==> config.mk <==
export PLATFORM = sky130hd
export DESIGN_NAME = fdc_bus_glue
export DESIGN_NICKNAME = d
export VERILOG_FILES = /design/src/rtl/fdc_bus_glue_pkg.sv /design/src/rtl/fdc_addr_decode.sv /design/src/rtl/fdc_e_sync.sv /design/src/rtl/fdc_wr_delay.sv /design/src/rtl/fdc_bus_glue.sv
export SDC_FILE = /design/constraint.sdc
export NUM_CORES = 1
export LEC_CHECK = 0
export CORE_MARGIN = 5
export CORE_UTILIZATION = 25
export CTS_BUF_LIST = sky130_fd_sc_hd__clkbuf_8
export CTS_CLUSTER_DIAMETER = 120
export DETAILED_ROUTE_END_ITERATION = 10
export DONT_BUFFER_PORTS = 1
export PLACE_DENSITY_LB_ADDON = 0.12
export SYNTH_ARGS = -nofsm -noshare
export SYNTH_HDL_FRONTEND = slang
export SYNTH_SLANG_ARGS = --single-unit
==> constraint.sdc <==
create_clock -name clk -period 1.45 [get_ports clk]
set_clock_uncertainty 0.05 [all_clocks]
set_input_delay 0.29 -clock clk [delete_from_list [all_inputs] [get_ports clk]]
set_output_delay 0.29 -clock clk [all_outputs]
set_load 0.02 [all_outputs]
==> src/rtl/fdc_bus_glue_pkg.sv <==
package fdc_bus_glue_pkg;

    typedef struct packed {
        logic a15;
        logic a14;
        logic a13;
        logic a12;
        logic a11;
        logic a10;
    } glue_addr_t;

    typedef struct packed {
        logic [1:0] idx;
        logic       cs_n;
        logic       re_n;
        logic       rom_oe_n;
        logic       ram_ce_n;
        logic       ram_we_n;
    } glue_strobes_t;

    function automatic int unsigned ceil_div(input int unsigned num, input int unsigned den);
        return (num + den - 1) / den;
    endfunction

endpackage

==> src/rtl/fdc_addr_decode.sv <==
module fdc_addr_decode
    import fdc_bus_glue_pkg::*;
(
    input  glue_addr_t    addr,
    input  logic          e_phase,
    output glue_strobes_t strobes
);

    always_comb begin
        strobes.idx      = {addr.a14, addr.a13};
        strobes.cs_n     = ~(addr.a11 & ~addr.a15);
        strobes.re_n     = ~(~addr.a12 & e_phase & ~addr.a15);
        strobes.rom_oe_n = ~(addr.a15 & e_phase);
        strobes.ram_ce_n = ~(addr.a10 & e_phase & ~addr.a15);
        strobes.ram_we_n = addr.a12;
    end

endmodule

==> src/rtl/fdc_e_sync.sv <==
module fdc_e_sync #(
    parameter int STAGES = 2
) (
    input  logic clk,
    input  logic rst,
    input  logic d_async,
    output logic q_sync
);

    logic [STAGES-1:0] chain;

    generate
        if (STAGES == 1) begin : g_single
            always_ff @(posedge clk) begin
                if (rst) chain <= '0;
                else     chain <= d_async;
            end
        end else begin : g_multi
            always_ff @(posedge clk) begin
                if (rst) chain <= '0;
                else     chain <= {chain[STAGES-2:0], d_async};
            end
        end
    endgenerate

    assign q_sync = chain[STAGES-1];

endmodule

==> src/rtl/fdc_wr_delay.sv <==
module fdc_wr_delay #(
    parameter int TERM = 80
) (
    input  logic clk,
    input  logic rst,
    input  logic e_sync,
    output logic elapsed
);

    localparam int CW = $clog2(TERM + 1);
    localparam logic [CW-1:0] TERM_C = CW'(TERM);

    logic [CW-1:0] cnt;

    always_ff @(posedge clk) begin
        if (rst || !e_sync)     cnt <= '0;
        else if (cnt != TERM_C) cnt <= cnt + 1'b1;
    end

    assign elapsed = (cnt == TERM_C);

    assert_cnt_bound_R4: assert property (@(posedge clk) disable iff (rst)
        cnt <= TERM_C);

    assert_cnt_clear_R5: assert property (@(posedge clk) disable iff (rst)
        !e_sync |=> (cnt == '0));

endmodule

==> src/rtl/fdc_bus_glue.sv <==
module fdc_bus_glue
    import fdc_bus_glue_pkg::*;
#(
    parameter int CLK_PERIOD_PS = 5000,
    parameter int DELAY_PS      = 400000,
    parameter int SYNC_STAGES   = 2
) (
    input  logic       clk,
    input  logic       rst,
    input  logic [5:0] addr_hi,
    input  logic       e_phase,
    input  logic       cpu_rw,
    output logic [1:0] fdc_idx,
    output logic       fdc_cs_n,
    output logic       fdc_re_n,
    output logic       fdc_we_n,
    output logic       rom_oe_n,
    output logic       ram_ce_n,
    output logic       ram_we_n
);

    localparam int TERM = int'(ceil_div(DELAY_PS, CLK_PERIOD_PS));

    glue_addr_t    addr;
    glue_strobes_t strobes;
    logic          e_s;
    logic          elapsed;

    assign addr = glue_addr_t'(addr_hi);

    fdc_addr_decode u_decode (
        .addr    (addr),
        .e_phase (e_phase),
        .strobes (strobes)
    );

    fdc_e_sync #(.STAGES(SYNC_STAGES)) u_sync (
        .clk     (clk),
        .rst     (rst),
        .d_async (e_phase),
        .q_sync  (e_s)
    );

    fdc_wr_delay #(.TERM(TERM)) u_delay (
        .clk     (clk),
        .rst     (rst),
        .e_sync  (e_s),
        .elapsed (elapsed)
    );

    assign fdc_idx  = strobes.idx;
    assign fdc_cs_n = strobes.cs_n;
    assign fdc_re_n = strobes.re_n;
    assign rom_oe_n = strobes.rom_oe_n;
    assign ram_ce_n = strobes.ram_ce_n;
    assign ram_we_n = strobes.ram_we_n;
    assign fdc_we_n = ~(e_s & addr.a12 & elapsed);

    assert_we_needs_e_R4: assert property (@(posedge clk) disable iff (rst)
        !fdc_we_n |-> $past(e_phase, SYNC_STAGES));

    assert_we_a12_gate_R6: assert property (@(posedge clk) disable iff (rst)
        !addr_hi[2] |-> fdc_we_n);

    assert_rw_ignored_R9: assert property (@(posedge clk) disable iff (rst)
        ($changed(cpu_rw) && $stable(addr_hi) && $stable(e_phase))
        |-> $stable({fdc_idx, fdc_cs_n, fdc_re_n, rom_oe_n, ram_ce_n, ram_we_n}));

    assert_overlap_R10: assert property (@(posedge clk) disable iff (rst)
        (addr_hi[0] && addr_hi[1] && !addr_hi[5] && e_phase) |-> (!ram_ce_n && !fdc_cs_n));

    assert_reset_idle_R11: assert property (@(posedge clk)
        rst |=> fdc_we_n);

endmodule

==> results_dict.tcl <==
set metrics [dict create \
    outcome "finished with violations" \
    failed_checks "negative setup slack" \
    clkTransAtPathRegs_ns 0.05 \
    synth_top_cell_by_area "dfxtp_1" \
    antenna_left 0 \
    die_h_um 53.0 \
    numCtsBuffers 3 \
    io_buffer_count 0 \
    p_seq_share_pct 45.6 \
    cts_tree "done" \
    ios 18 \
    fin_ws_ns -0.236 \
    cp-start-kind "flip-flop" \
    leakagePower_nw 0.202 \
    cp_max_fo 2 \
    coreArea_mm2 0.00175 \
    synth_cell_types 24 \
    dieArea_mm2 0.00281 \
    ctsLongestPathBuffers 2 \
    maxCapViolCount 0 \
    syn_to_final_growth_pct 27.8 \
    rsz0062_at_grt "yes" \
    die_w_um 53.0 \
    ys.flop_type "dfxtp_1" \
    wl_um 907 \
    synth-seq-cells 9 \
    grt.total_usage_pct 7.49 \
    synthCells 51 \
    drive_gt1_share_pct 31.7 \
    via_count 364 \
    ctsHtreeMaxLevel 1 \
    finalCriticalPeriod_ns 1.69 \
    antenna_found_initial 0 \
    vdd_drop_max_v 0.000388 \
    slew_violations 0 \
    grt_pass1_wl_um 1420 \
    drt_iter0_drc 3 \
    insertedDiodeCount 0 \
    layout.cells.non_filler 85 \
    grt_start_max_net_pins 8 \
    max_freq_mhz 593 \
    max_slew_margin_pct 81.2 \
    finalNetCount 73 \
    syn_area_um2 463 \
    via_per_inst 4.28 \
    gp_congestion 0.656 \
    ys_warn_count 0 \
    grt_pass1_vias 314 \
    combPwrFrac_pct 3.3 \
    drc_errors 0 \
    cts-root-buf "clkbuf_8" \
    postSynthNetCount 63 \
    wl_per_cell_um 10.7 \
    placedCellCount 81 \
    hp-class "input pin to flip-flop" \
    synth_top_area_share_pct 38.9 \
    clkSinkCount 9 \
    synth_area_leaders "dfxtp_1, ha_1, buf_4, a21oi_1, xor2_1" \
    p_total_mw 0.557 \
    grt-ovfl-total 0 \
    synth_edf_count 0 \
    ys_async_sr_fraction_pct 0 \
    tightest_slew_ns 0.282 \
    seq_area_frac_synth_pct 38.9 \
    hold_viol_final 0 \
    clkPwrFrac_pct 51.1 \
    criticalPathCategory "flip-flop to primary output" \
    crit_path_end_kind "primary output" \
    intPower_mw 0.443 \
    synth_area_per_cell_um2 9.08 \
    start_util_pct 26.5 \
    switching_share_pct 20.6 \
    critPathArrivalTime_ns 1.35 \
    fin_crit_sh_pct 116 \
    clock_latency_ns 0.23 \
    finalSetupViolations 1 \
    hold_buffers 0 \
    power_density_mw_per_mm2 942 \
    dr.pass1.iters 4 \
    num_rows 15 \
    dp_hpwl_um 722 \
    cp.required_ns 1.11 \
    p_switching_mw 0.115 \
]
[per-layer routing]
layer | up-vias | wire length [µm] | global-route usage (%)
li1 | 192 | - | -
met1 | 158 | 403 | 9.46
met2 | 9 | 409 | 8.88
met3 | 5 | 66 | 3.94
met4 | 0 | 28 | 6.38
met5 | - | 0 | 0
[area by class of cell]
class / instances / area (µm²)
Fill cell: 186 / 1150
Multi-Input combinational cell: 37 / 267
Sequential cell: 9 / 181
Timing Repair Buffer: 8 / 60.1
Clock buffer: 3 / 41.3
Tap cell: 25 / 31.3
Inverter: 2 / 7.51
Clock inverter: 1 / 3.75
[stage by stage]
stage	hold WS, ns	util [%]	cell area, µm²	setup slack [ns]	TNS, ns
6_report	0.0725	33.9	592	-0.236	-0.236
5_1_grt	0.0612	33.9	592	-0.282	-0.282
4_1_cts	0.0670	33.5	584	-0.246	-0.246
3_5_place_dp	0.314	30.9	539	0.0105	0
3_3_place_gp	0.314	30.9	539	0.0173	0
2_1_floorplan	0.312	-	470	-0.0211	-0.0211
[power by group through the flow]
stage / Combinational (mW) / Clock [mW] / Sequential, mW
after floorplan: 0.0290 / 0 / 0.258
after global placement: 0.0190 / 0 / 0.259
after detailed placement: 0.0187 / 0 / 0.259
after CTS: 0.0189 / 0.297 / 0.254
after global routing: 0.0202 / 0.313 / 0.254
final: 0.0185 / 0.285 / 0.254
[cell usage in the layout (no fill, tap or decap)]
cell	n
nor2_1	1
o21ai_0	2
nor3_2	1
buf_4	8
clkbuf_8	3
or3b_2	1
nand3_4	1
nor3_1	3
dfxtp_2	1
xnor2_1	1
nand3_1	3
nand2b_1	2
nand3b_1	1
or3_1	2
nor2b_1	2
ha_1	2
inv_1	3
nor2_4	1
o21ai_2	1
nand2_1	4
and2_1	1
xor2_1	2
dfxtp_1	8
a21oi_1	4
or4b_4	1
nor4b_2	1
[cells in the mapped netlist, drive strengths merged, types with 2 or more instances]
library cell,count
ha,2
nor2,2
nand3,4
nor2b,2
nand2,4
o21ai,3
nor3,4
xor2,2
dfxtp,9
inv,2
nand2b,2
a21oi,4
or3,2
buf,3
[final timing paths]
path,start,end,slack (ns),depth (start not counted)
max,u_delay.cnt[5]$_SDFFE_PP0P_,fdc_we_n,-0.24,3
min,rst,u_sync.chain[1]$_SDFF_PP0_,0.07,1
max reg2reg,u_delay.cnt[5]$_SDFFE_PP0P_,u_delay.cnt[1]$_SDFFE_PP0P_,0.08,4
min reg2reg,u_sync.chain[0]$_SDFF_PP0_,u_sync.chain[1]$_SDFF_PP0_,0.39,1
[flip-flops by register name, summed over array words and instances (netlist names)]
signal	flops
u_sync.chain	2
u_delay.cnt	7
[cells by family (layout without fill, tap and decap cells)]
kind of cell    Yosys count  count (layout)  synth area share (%)
compound gates            7               7                  8.38
xor+xnor                  3               3                  5.68
fa+ha+maj                 2               2                  5.40
buf+inv                   5              14                  6.49
flops                     9               9                  38.9
simple gates             25              25                  35.1
[what timing repair did]
| item | 4_1_cts | 5_1_grt |
|---|---|---|
| endpoints found under the setup margin | 1 | 3 |
| gates cloned | 0 | 0 |
| resized for setup | 0 | 2 |
| hold endpoints to repair | 0 | 0 |
| buffers inserted | 0 | 0 |
[worst max-delay path, cell delays in order (launching register included)]
cell	delay, ns
dfxtp_2	0.31
or4b_4	0.55
nor2_4	0.13
nand3_4	0.12
No activity file was read; power rests on OpenSTA's default activity.
